--- config.mk ---
export PLATFORM = sky130hd
export DESIGN_NAME = gpio_irq_detect
export DESIGN_NICKNAME = d
export VERILOG_FILES = /design/src/rtl/gpio_irq_pkg.sv /design/src/rtl/gpio_sync.sv /design/src/rtl/gpio_irq_cell.sv /design/src/rtl/gpio_irq_detect.sv
export SDC_FILE = /design/constraint.sdc
export NUM_CORES = 1
export LEC_CHECK = 0
export ABC_AREA = 1
export ABC_CLOCK_PERIOD_IN_PS = 1300
export BUFFER_PORTS_ARGS = -buffer_cell sky130_fd_sc_hd__buf_2
export CORE_ASPECT_RATIO = 0.5
export CORE_UTILIZATION = 45
export DETAILED_ROUTE_END_ITERATION = 8
export PLACE_DENSITY = 0.77
export SETUP_SLACK_MARGIN = 0.2
export SLEW_MARGIN = 20
export SYNTH_ARGS = -nofsm -noshare
export SYNTH_HDL_FRONTEND = slang
export SYNTH_SLANG_ARGS = --single-unit
--- constraint.sdc ---
create_clock -name clk -period 1.3 [get_ports clk]
set_input_delay 0.065 -clock clk [delete_from_list [all_inputs] [get_ports clk]]
set_output_delay 0.065 -clock clk [all_outputs]
set_load 0.005 [all_outputs]
--- src/rtl/gpio_irq_pkg.sv ---
package gpio_irq_pkg;
  localparam int MODE_W = 3;

  localparam logic [1:0] SEL_LEVEL  = 2'd0;
  localparam logic [1:0] SEL_STATUS = 2'd1;
  localparam logic [1:0] SEL_TYPE0  = 2'd2;
  localparam logic [1:0] SEL_TYPE1  = 2'd3;

  // Trigger evaluation for one pin: cur is this cycle's synchronised
  // sample, prv the one before it.
  function automatic logic trig_fire(input logic [MODE_W-1:0] mode,
                                     input logic cur,
                                     input logic prv);
    logic hit;
    if (mode[2]) begin
      hit = cur ^ prv;
    end else begin
      case (mode[1:0])
        2'b00:   hit = cur;
        2'b01:   hit = ~cur;
        2'b10:   hit = cur & ~prv;
        default: hit = ~cur & prv;
      endcase
    end
    return hit;
  endfunction
endpackage

--- src/rtl/gpio_sync.sv ---
module gpio_sync #(
  parameter int W = 16
) (
  input  logic         clk,
  input  logic         rst_n,
  input  logic [W-1:0] d_i,
  output logic [W-1:0] q_o
);
  logic [W-1:0] meta_q;
  logic [W-1:0] stab_q;

  always_ff @(posedge clk or negedge rst_n) begin
    if (!rst_n) begin
      meta_q <= '0;
      stab_q <= '0;
    end else begin
      meta_q <= d_i;
      stab_q <= meta_q;
    end
  end

  assign q_o = stab_q;
endmodule

--- src/rtl/gpio_irq_cell.sv ---
module gpio_irq_cell
  import gpio_irq_pkg::*;
(
  input  logic              clk,
  input  logic              rst_n,
  input  logic              cur_i,
  input  logic              mode_we_i,
  input  logic [MODE_W-1:0] mode_wd_i,
  input  logic              clr_i,
  output logic [MODE_W-1:0] mode_o,
  output logic              cond_o,
  output logic              pend_o
);
  logic [MODE_W-1:0] mode_q;
  logic              prv_q;
  logic              pend_q;

  assign cond_o = trig_fire(mode_q, cur_i, prv_q);

  always_ff @(posedge clk or negedge rst_n) begin
    if (!rst_n) begin
      mode_q <= '0;
      prv_q  <= 1'b0;
      pend_q <= 1'b0;
    end else begin
      if (mode_we_i) begin
        mode_q <= mode_wd_i;
      end
      // The history sample is reloaded with the present level every cycle,
      // a mode write included, so the new mode never sees a stale edge.
      prv_q  <= cur_i;
      // A live condition overrides any clear arriving in the same cycle.
      pend_q <= cond_o | (pend_q & ~clr_i);
    end
  end

  assign mode_o = mode_q;
  assign pend_o = pend_q;
endmodule

--- src/rtl/gpio_irq_detect.sv ---
module gpio_irq_detect
  import gpio_irq_pkg::*;
#(
  parameter int NUM_PINS  = 16,
  parameter int NUM_IRQ   = 13,
  parameter int SLOTS     = 8,
  parameter int DATA_W    = 32
) (
  input  logic                clk,
  input  logic                rst_n,
  input  logic [NUM_PINS-1:0] pin_i,
  input  logic [1:0]          reg_addr,
  input  logic                reg_wr,
  input  logic [DATA_W-1:0]   reg_wdata,
  output logic [DATA_W-1:0]   reg_rdata,
  output logic                irq_o
);
  localparam int NUM_TREG = (NUM_IRQ + SLOTS - 1) / SLOTS;

  logic [NUM_PINS-1:0] lvl;
  logic [NUM_IRQ-1:0]  cond_w;
  logic [NUM_IRQ-1:0]  clr_w;
  logic [NUM_IRQ-1:0]  pend_q;
  logic [MODE_W-1:0]   mode_q [NUM_IRQ];
  logic [DATA_W-1:0]   type_rd [NUM_TREG];

  gpio_sync #(.W(NUM_PINS)) sync_i (
    .clk   (clk),
    .rst_n (rst_n),
    .d_i   (pin_i),
    .q_o   (lvl)
  );

  assign clr_w = (reg_wr && reg_addr == SEL_STATUS) ? reg_wdata[NUM_IRQ-1:0] : '0;

  for (genvar i = 0; i < NUM_IRQ; i++) begin : g_cell
    localparam int         REG_IDX = i / SLOTS;
    localparam int         LSB     = (i % SLOTS) * MODE_W;
    localparam logic [1:0] SEL     = 2'(int'(SEL_TYPE0) + REG_IDX);
    logic we;
    assign we = reg_wr && (reg_addr == SEL);
    gpio_irq_cell cell_i (
      .clk       (clk),
      .rst_n     (rst_n),
      .cur_i     (lvl[i]),
      .mode_we_i (we),
      .mode_wd_i (reg_wdata[LSB +: MODE_W]),
      .clr_i     (clr_w[i]),
      .mode_o    (mode_q[i]),
      .cond_o    (cond_w[i]),
      .pend_o    (pend_q[i])
    );
  end

  always_comb begin
    for (int r = 0; r < NUM_TREG; r++) type_rd[r] = '0;
    for (int i = 0; i < NUM_IRQ; i++) begin
      type_rd[i / SLOTS][(i % SLOTS) * MODE_W +: MODE_W] = mode_q[i];
    end
  end

  always_comb begin
    reg_rdata = '0;
    case (reg_addr)
      SEL_LEVEL:  reg_rdata[NUM_PINS-1:0] = lvl;
      SEL_STATUS: reg_rdata[NUM_IRQ-1:0]  = pend_q;
      SEL_TYPE0:  reg_rdata = type_rd[0];
      default:    reg_rdata = type_rd[NUM_TREG-1];
    endcase
  end

  assign irq_o = |pend_q;
endmodule

==> results of run 1 <==
-- stage by stage --
step	setup slack (ns)	hold WS, ns
2_1_floorplan	0.314	-0.231
3_3_place_gp	0.0980	0.159
3_5_place_dp	0.0972	0.165
4_1_cts	-0.173	0.000823
5_1_grt	-0.271	0.00654
6_report	-0.215	-0.00260
-- registers in the layout, summed over array words and instances (netlist names) --
signal and count:
g_cell.cell_i.mode_o 39, g_cell.cell_i.pend_o 13, g_cell.cell_i.prv_q 13, sync_i.meta_q 16, sync_i.q_o 16
-- cells in the mapped netlist, drive strengths merged --
cell	instances	share of area
a21oi	22	0.024
o21ai	33	0.036
o221ai	2	0.0038
dfrtp	97	0.53
buf	21	0.033
nand3	44	0.048
inv	80	0.065
nor4	1	0.0014
nand4	11	0.015
nand2	127	0.11
clkbuf	1	0.00082
nor2	50	0.041
nor3	2	0.0022
ha	26	0.071
conb	1	0.00082
o2111ai	13	0.025
-- metal layers --
| layer | wire length [um] | global-route usage | part of all wire |
|---|---|---|---|
| met1 | 5610 | 0.300 | 0.40 |
| met2 | 6840 | 0.433 | 0.49 |
| met3 | 971 | 0.0634 | 0.070 |
| met4 | 450 | 0.0827 | 0.032 |
| met5 | 0 | 0 | 0 |
-- critical path: stages (launching register included) --
cell     delay [ns]
dfrtp_1        0.38
nor2_1         0.14
nand2_1        0.09
nor3_2         0.18
nand3_1        0.14
buf_2          0.16
-- final cells by class --
cell class	instances	share of cell area
inverter	80	0.0444
multi-input combinational	339	0.329
timing repair buffer	188	0.206
sequential	97	0.357
tap	135	0.0248
clock buffer	12	0.0361
clock inverter	3	0.00257
-- power by group --
group	switching [uW]	leakage, uW	internal [uW]	total [uW]
Sequential	246	0.00111	3330	3580
Combinational	1110	0.00201	986	2100
Clock	1100	0.000128	1330	2430
-- kinds of logic after synthesis --
logic type | Yosys count | share of synthesized area
other cells | 1 | 0.000816
simple gates | 235 | 0.213
fa+ha+maj | 26 | 0.0708
compound gates | 70 | 0.0885
buf+inv | 102 | 0.0988
flops | 97 | 0.528
-- worst max-delay path by stage --
stage / startpoint / endpoint / depth (start not counted)
3_3_place_gp: g_cell[4].cell_i.pend_o / irq_o / 5
3_5_place_dp: g_cell[8].cell_i.pend_o / irq_o / 5
5_1_grt: g_cell[8].cell_i.pend_o / irq_o / 5
2_1_floorplan: sync_i.q_o[8] / g_cell[8].cell_i.pend_o / 8
4_1_cts: g_cell[12].cell_i.pend_o / irq_o / 5
6_report: g_cell[8].cell_i.pend_o / irq_o / 5
-- what timing repair did --
| item | in CTS | in global routing |
|---|---|---|
| gates resized for setup | 85 | 74 |
| buffers inserted | 53 | 19 |
| hold endpoints to repair | 133 | 0 |
| pin swaps | 74 | 60 |
| endpoints found under the setup margin | 29 | 37 |
| hold buffers | 34 | 0 |
==> results.md, run 1 <==
* Status: complete, but fails checks
* Failing checks: negative hold slack, negative setup slack
* CTS tree: done
* Largest net degree at the start of global routing at 98
* Starting Density at 0.476
* Worst hold stages at 3
* Vias in the first global route at ~4200
* Max FO, Critical Path at 2
* Die Span Y at ~73 um
* Post-Syn Instances at about 530
* Grt ovf at 0
* Worst Setup Path Type: reg -> out
* DIE WIDTH at around 140 um
* Total routed wirelength at 13.9 mm
* Area of the mapped netlist at about 4600 um^2
* Max Fclk at between 0.6 and 0.7 GHz
* Final Core Density at 0.706
* Root Buffer Master: clkbuf_16
* H-tree levels at 3
* Hold path startpoint: reg_wdata[18]
* Rel. slew slack at 0.651
* Critical path capture point type: output pin
* Critical path arrival at between 1 and 1.5 ns
* Final Total Pwr at 8110 uW
* Ports at 86
* DR iter-0 viols at 488
* Commonest non-fill, non-tap cell in the layout: nand2_1
* Hold WS at -0.00260 ns
* Unrepaired setup endpoints after global routing: yes
* VDD IR max at 722 uV
* Post-synthesis sequential area ratio at 0.528
* Actual slew at the worst max-slew pin at 0.523 ns
* Via-per-instance ratio at about 5.3
* Placed cells at about 730
* Synth warnings at 0
* Commonest non-fill, non-tap cells in the layout: 112 x nand2_1, 91 x dfrtp_1, 71 x buf_4
* # setup viols final at 2
* Register area at ~2400 um^2
* Maxcap violations at 0
* Number of port buffers at 69
* DRC at 0
* Synthesis-stage register bit count at 97
* Clock Sink Count at 97
* Mean Syn Cell Area at a little under 9 um^2
* Setup TNS at -0.254 ns
* Die area at between 10000 and 15000 um^2
* Hold Crit Endpoint: g_cell[6].cell_i.mode_o[0]
* R2R setup slack at roughly 0.05 ns
* Final worst-path cycle share at 1.17
* Cell row count at 25
* Worst skew pair latency at 0.35 ns
* Nature of the critical path startpoint: flip-flop
* Initial antenna violation count at 0
* Routed Antenna Nets at 0
* Global placer's final weighted congestion at roughly 0.79
* Worst setup margin at -0.215 ns
* Drt wl/cell at between 15 and 20 um
* Synth unique cells at 22
* Final Non-Filler Cells at about 850
* Diode count at 0
* TritonRoute pass-1 iters at 6
* Pins Over Slew Limit at 0
* HPWL after detailed placement at 7.30 mm
* Final clock skew at between 0.006 and 0.007 ns
* Bufs on Longest Clock Path at 2
* Leakage at approximately 0.0033 uW
* CTS buffer count at 9
* Share of cells above drive strength 1 at 0.419
* Detailed-route via count at ~4500
* Final Net Count at 794
* Tightest Hold Check Type: in -> reg
* Area taken by multi-input logic gates at between 2000 and 2500 um^2
* Core area at approximately 9700 um^2
* Tmin final at 1.52 ns
* Worst r2r dst: g_cell[10].cell_i.pend_o
* Post-place instance area at 5120 um^2
* CP required at between 1 and 1.5 ns
* Fillers at roughly 640
* Clock slew at reported path FFs at 0.07 ns
* Final Hold Fails at 1
* Finished Cell Area at between 6000 and 7000 um^2
* Pwr dens at 1190 nW/um^2
* First-pass GRT wire length at between 20 and 25 mm
* Reg2reg path depth at 7
* Area Growth Syn to Fin at 48.4%
* Gr usage total at 0.246
* Reg2Reg Launch Point: sync_i.q_o[10]
(Power assumes the default switching activity.)
==> run 2, diff against run 1 <==
- SKIP_LAST_GASP: unset -> 1
==> run 2 against run 1 <==
Against the previous run:
- the flow still finishes with violations (negative hold slack, negative setup slack)
- hold slack worse by 0.0011 ns
- flip-flop and latch count unchanged
- sequential share of layout area up 0.16 points
- critical path type unchanged
- largest power group unchanged
==> results.md, run 2 (same netlist as run 1, synthesis figures left out) <==
* Status: complete, but fails checks
* Failing checks: negative hold slack, negative setup slack
* CTS buffer count at 9 (unchanged)
* Share of cells above drive strength 1 at 0.410 (-0.00891)
* Die Span Y at 73.5 um (unchanged)
* Routed Antenna Nets at 0 (unchanged)
* VDD IR max at 700 uV (-3.0%)
* TritonRoute pass-1 iters at 6 (unchanged)
* Worst-path cell chain: nor2_1, nand2_1, nor3_2, nand3_1, buf_2
* Slowest cell on crit path: dfrtp_1
* Number of port buffers at 69 (unchanged)
* Worst setup margin at -0.236 ns (-0.0214 ns)
* Pins Over Slew Limit at 0 (unchanged)
* Unrepaired setup endpoints after global routing: yes
* Max Fclk at 0.651 GHz (-1.4%)
* Max FO, Critical Path at 2 (unchanged)
* Final Net Count at 795 (+0.13%)
* H-tree levels at 3 (unchanged)
* DR iter-0 viols at 493 (+1.0%)
* Grt ovf at 0 (unchanged)
* Clock Sink Count at 97 (unchanged)
* Cell row count at 25 (unchanged)
* Global placer's final weighted congestion at 0.790 (unchanged)
* DIE WIDTH at 145 um (unchanged)
* Starting Density at 0.476 (unchanged)
* Max reg flops at 39 (unchanged)
* Final worst-path cycle share at 1.18 (+0.0165)
* Vias in the first global route at 4165 (-1.6%)
* Final clock skew at 0.00994 ns (+0.00352 ns)
* Via-per-instance ratio at 5.32 (-0.12%)
* Rel. slew slack at 0.658 (+0.00705)
* CTS tree: done
* First-pass GRT wire length at 19.5 mm (-2.8%)
* Total routed wirelength at 13.9 mm (+0.51%)
* Worst skew pair latency at 0.36 ns (about the same)
* CP required at 1.24 ns (about the same)
* Ports at 86 (unchanged)
* Critical path capture point type: output pin
* Pwr dens at 1200 nW/um^2 (+0.57%)
* Final Core Density at 0.703 (-0.00311)
* Core area at 9670 um^2 (unchanged)
* Nature of the critical path startpoint: flip-flop
* Leakage at 0.00326 uW (+0.16%)
* Critical path arrival at 1.47 ns (+0.02 ns)
* Commonest non-fill, non-tap cell in the layout: nand2_1
* Tmin final at 1.54 ns (+0.0214 ns)
* DRC at 0 (unchanged)
* Tightest Hold Check Type: in -> reg
* Die area at 10600 um^2 (unchanged)
* CP peak stage delay at 0.38 ns (about the same)
* Gr usage total at 0.239 (-0.00619)
* Detailed-route via count at 4545 (unchanged)
* Area Growth Syn to Fin at 47.8%
* Finished Cell Area at 6790 um^2 (-0.44%)
* Largest net degree at the start of global routing at 98 (unchanged)
* Post-place instance area at 5120 um^2 (unchanged)
* Final Hold Fails at 1 (unchanged)
* Worst Setup Path Type: reg -> out
* Maxcap violations at 0 (unchanged)
* HPWL after detailed placement at 7.30 mm (unchanged)
* Clock slew at reported path FFs at 0.06 ns (about the same)
* # setup viols final at 2 (unchanged)
* Commonest non-fill, non-tap cells in the layout: 115 x nand2_1, 91 x dfrtp_1, 70 x buf_4
* Bufs on Longest Clock Path at 2 (unchanged)
* Root Buffer Master: clkbuf_16
* Initial antenna violation count at 0 (unchanged)
* Hold WS at -0.00374 ns (-0.00113 ns)
* Drt wl/cell at 16.3 um (+0.39%)
* Diode count at 0 (unchanged)
* Actual slew at the worst max-slew pin at 0.513 ns (-0.0106 ns)
==> run 2: changes by cell type in the layout (fill, tap and decap cells not counted), moves of 2 or more <==
cell     change
nand2_2      -3
nor2_2       +2
inv_1        +3
inv_2        -2
buf_6        +2
nor2_4       -3
ha_4         -2
nand2_1      +3
==> run 2: per-layer routing <==
metal  routed length [um]  track usage  vias up
met4                  595       0.0863        0
met2                 6730        0.420      234
li1                     -            -     2063
met5                    0            0        -
met3                 1060       0.0677       74
met1                 5560        0.288     2174
==> run 2: metrics by stage <==
stage	TNS, ns	cells	total power [uW]	worst slack (ns)	hold WS, ns
2_1_floorplan	0	538	4320	0.314	-0.231
3_3_place_gp	0	733	4740	0.0980	0.159
3_5_place_dp	0	733	4800	0.0972	0.165
4_1_cts	-0.176	835	7700	-0.176	0.000821
5_1_grt	-0.380	855	8450	-0.269	0.00344
6_report	-0.278	855	8120	-0.236	-0.00374
==> run 2: worst paths after layout <==
path                       cells past startpoint  slack (ns)                    start                           to
max in group asynchronous                      3        0.57                    rst_n  g_cell[11].cell_i.mode_o[0]
hold / removal                                 3      -0.004            reg_wdata[18]   g_cell[6].cell_i.mode_o[0]
setup reg to reg                               8        0.07            sync_i.q_o[8]      g_cell[8].cell_i.pend_o
setup / recovery                               5       -0.24  g_cell[8].cell_i.pend_o                        irq_o
min in group asynchronous                      3        0.30                    rst_n   g_cell[4].cell_i.mode_o[2]
hold reg to reg                                0        0.35         sync_i.meta_q[6]                sync_i.q_o[6]
==> run 2: what timing repair did <==
action,CTS,global route
endpoints found under the hold margin,133,0
setup endpoints to repair,29,38
pin swaps,50,65
hold buffers,34,0
gates cloned,0,0
gates resized for setup,67,80
setup buffers,53,20
==> run 2: power by group <==
part | internal (uW) | total (uW) | switching (uW) | leakage [uW]
Sequential | 3330 | 3580 | 246 | 0.00111
Clock | 1330 | 2450 | 1110 | 0.000128
Combinational | 989 | 2100 | 1110 | 0.00202
==> run 2: cell type report <==
type                       count  area, um^2
clock buffer                  12         246
clock inverter                 3        17.5
fill                         647        2870
inverter                      80         300
multi-input combinational    339        2200
sequential                    97        2430
tap                          135         169
timing repair buffer         189        1420
==> run 2: worst max-delay path: cells and delay by family, from the launching register on <==
family / cells / cell delay, ns
AND/OR/NAND/NOR: 4 / 0.58
flip-flops: 1 / 0.38
buffers and inverters: 1 / 0.17
==> run 3, diff against run 2 <==
- RECOVER_POWER: unset -> 100
- TNS_END_PERCENT: unset -> 30
==> run 3 against run 2 <==
Against the previous run:
- the flow finishes with violations (negative setup slack)
- cell count down 3.5%
- die area is the same
- maximum frequency increased by 1.1%
- total power down 7.2%
- register-to-register slack worse by 0.06 ns
- combinational power fell by 26%
- first-iteration DRC count down 44%
- sequential power is essentially flat
- worst setup slack improved by 0.016 ns
- critical endpoint unchanged
==> results.md, run 3 (same netlist as run 1, synthesis figures left out) <==
* Status: complete, but fails checks
* Failing checks: negative setup slack
* Commonest non-fill, non-tap cell in the layout: nand2_1
* R2R setup slack at 0.01 ns (-0.06 ns)
* Worst skew pair latency at 0.35 ns (about the same)
* HPWL after detailed placement at 7.30 mm (unchanged)
* Reg2Reg Launch Point: sync_i.q_o[10]
* Drt wl/cell at 13.8 um (-16%)
* Grt ovf at 0 (unchanged)
* Crit. Startpoint: g_cell[8].cell_i.pend_o
* Final worst-path cycle share at 1.17 (-0.0124)
* Slowest cell on crit path: dfrtp_1
* Die area at 10600 um^2 (unchanged)
* Core area at 9670 um^2 (unchanged)
* Final Core Density at 0.629 (-0.0743)
* Via-per-instance ratio at 5.05 (-5.0%)
* CP required at 1.24 ns (about the same)
* Comb pwr share at 0.207 (-0.051)
* Tightest Hold Check Type: in -> reg
* Clock Power Share at 0.319 (+0.018)
* Clock slew at reported path FFs at 0.06 ns (about the same)
* Pwr dens at 1240 nW/um^2 (+3.8%)
* Critical path capture point type: output pin
* DR iter-0 viols at 276 (-44%)
* Final Net Count at 765 (-3.8%)
* DIE WIDTH at 145 um (unchanged)
* Reg2reg path depth at 7 (-1)
* Die Span Y at 73.5 um (unchanged)
* Final clock skew at 0.00644 ns (-0.00350 ns)
* TritonRoute pass-1 iters at 6 (unchanged)
* Psw at 2170 uW (-12%)
* Max FO, Critical Path at 2 (unchanged)
* Rel. slew slack at 0.409 (-0.249)
* # setup viols final at 1 (-1)
* Share of cells above drive strength 1 at 0.222 (-0.188)
* Fillers at 801 (+24%)
* Switching portion of total power at 0.288 (-0.0155)
* Routed Antenna Nets at 0 (unchanged)
* Critical path arrival at 1.46 ns (about the same)
* Pins Over Slew Limit at 0 (unchanged)
* Max reg flops at 39 (unchanged)
* Detailed-route via count at 4166 (-8.3%)
* Maxcap violations at 0 (unchanged)
* CP peak stage delay at 0.39 ns (about the same)
* P_int at 5370 uW (-5.1%)
* Total routed wirelength at 11.4 mm (-19%)
* First-pass GRT wire length at 18.1 mm (-7.5%)
* Initial antenna violation count at 0 (unchanged)
* Nature of the critical path startpoint: flip-flop
* Area Growth Syn to Fin at 32.2%
* Unrepaired setup endpoints after global routing: yes
* DRC at 0 (unchanged)
* Gr usage total at 0.221 (-0.0182)
* Setup TNS at -0.220 ns (+0.0581 ns)
* CTS buffer count at 9 (unchanged)
* Number of port buffers at 69 (unchanged)
* Commonest non-fill, non-tap cells in the layout: 119 x nand2_1, 91 x dfrtp_1, 68 x inv_1
* Global placer's final weighted congestion at 0.790 (unchanged)
* Ports at 86 (unchanged)
* Root Buffer Master: clkbuf_16
* Max Fclk at 0.658 GHz (+1.1%)
* Worst Setup Path Type: reg -> out
* Tmin final at 1.52 ns (-0.0161 ns)
* VDD IR max at 691 uV (-1.4%)
* CP endpoint: irq_o
* Starting Density at 0.476 (unchanged)
* Worst r2r dst: g_cell[10].cell_i.pend_o
* Clock Sink Count at 97 (unchanged)
* Bufs on Longest Clock Path at 2 (unchanged)
* CTS tree: done
* Final Hold Fails at 0 (-1)
* Leakage at 0.00301 uW (-7.6%)
* Final Total Pwr at 7540 uW (-7.2%)
* Cell row count at 25 (unchanged)
* Largest net degree at the start of global routing at 98 (unchanged)
* H-tree levels at 3 (unchanged)
* Worst setup margin at -0.220 ns (+0.0161 ns)
* Worst-path cell chain: nor2_1, nand2_1, nor3_2, nand3_1, buf_2
* Actual slew at the worst max-slew pin at 0.887 ns (+0.374 ns)
* Vias in the first global route at 3815 (-8.4%)
* Seq pwr share at 0.474 (+0.033)
* Diode count at 0 (unchanged)
## run 3: power groups by stage
stage / registers, uW / logic (uW) / clock network [uW]
4_1_cts: 3570 / 1430 / 2450
6_report: 3570 / 1560 / 2410
2_1_floorplan: 3590 / 734 / 0
5_1_grt: 3610 / 1750 / 2550
3_5_place_dp: 3670 / 1140 / 0
3_3_place_gp: 3650 / 1090 / 0
## run 3: area by class of cell
type                       instances  area (um^2)  area share
clock buffer                      12          246      0.0406
clock inverter                     3         17.5     0.00288
inverter                          80          300      0.0494
multi-input combinational        339         1850       0.305
sequential                        97         2430       0.401
tap                              135          169      0.0278
timing repair buffer             159         1060       0.174
## run 3: how the worst min path moves through the flow
| stage | start | endpoint | cells after the start |
|---|---|---|---|
| after floorplan | rst_n | g_cell[0].cell_i.mode_o[0] | 0 |
| after global placement | rst_n | sync_i.q_o[13] | 2 |
| after detailed placement | rst_n | sync_i.meta_q[13] | 2 |
| after CTS | reg_wdata[18] | g_cell[6].cell_i.mode_o[0] | 3 |
| after global routing | reg_wdata[4] | g_cell[9].cell_i.mode_o[1] | 3 |
| final | reg_wdata[18] | g_cell[6].cell_i.mode_o[0] | 3 |
## run 3: critical path, delay by kind of cell, from the launching register on
family / cells / cell delay (ns)
flops: 1 / 0.39
buf+inv: 1 / 0.17
simple gates: 4 / 0.54
## run 3: what timing repair did
action	in CTS	in global routing
gates resized for setup	16	30
buffers inserted	23	20
hold buffers	34	0
endpoints found under the hold margin	133	0
setup endpoints to repair	29	38
pin swaps	13	21
## run 3: stage by stage
| stage | hold slack [ns] | cell area [um^2] | std cells | setup slack (ns) |
|---|---|---|---|---|
| 3_3_place_gp | 0.159 | 5120 | 733 | 0.0980 |
| 3_5_place_dp | 0.165 | 5120 | 733 | 0.0972 |
| 5_1_grt | 0.00571 | 6080 | 825 | -0.290 |
| 6_report | 0.000726 | 6080 | 825 | -0.220 |
| 2_1_floorplan | -0.231 | 4620 | 538 | 0.314 |
| 4_1_cts | 0.000824 | 5940 | 805 | -0.184 |
## run 3: routing by layer
metal / global-route usage / part of all wire / wire [um]
met5: 0 / 0 / 0
met2: 0.363 / 0.47 / 5330
met4: 0.0851 / 0.024 / 273
met1: 0.286 / 0.45 / 5080
met3: 0.0584 / 0.059 / 670
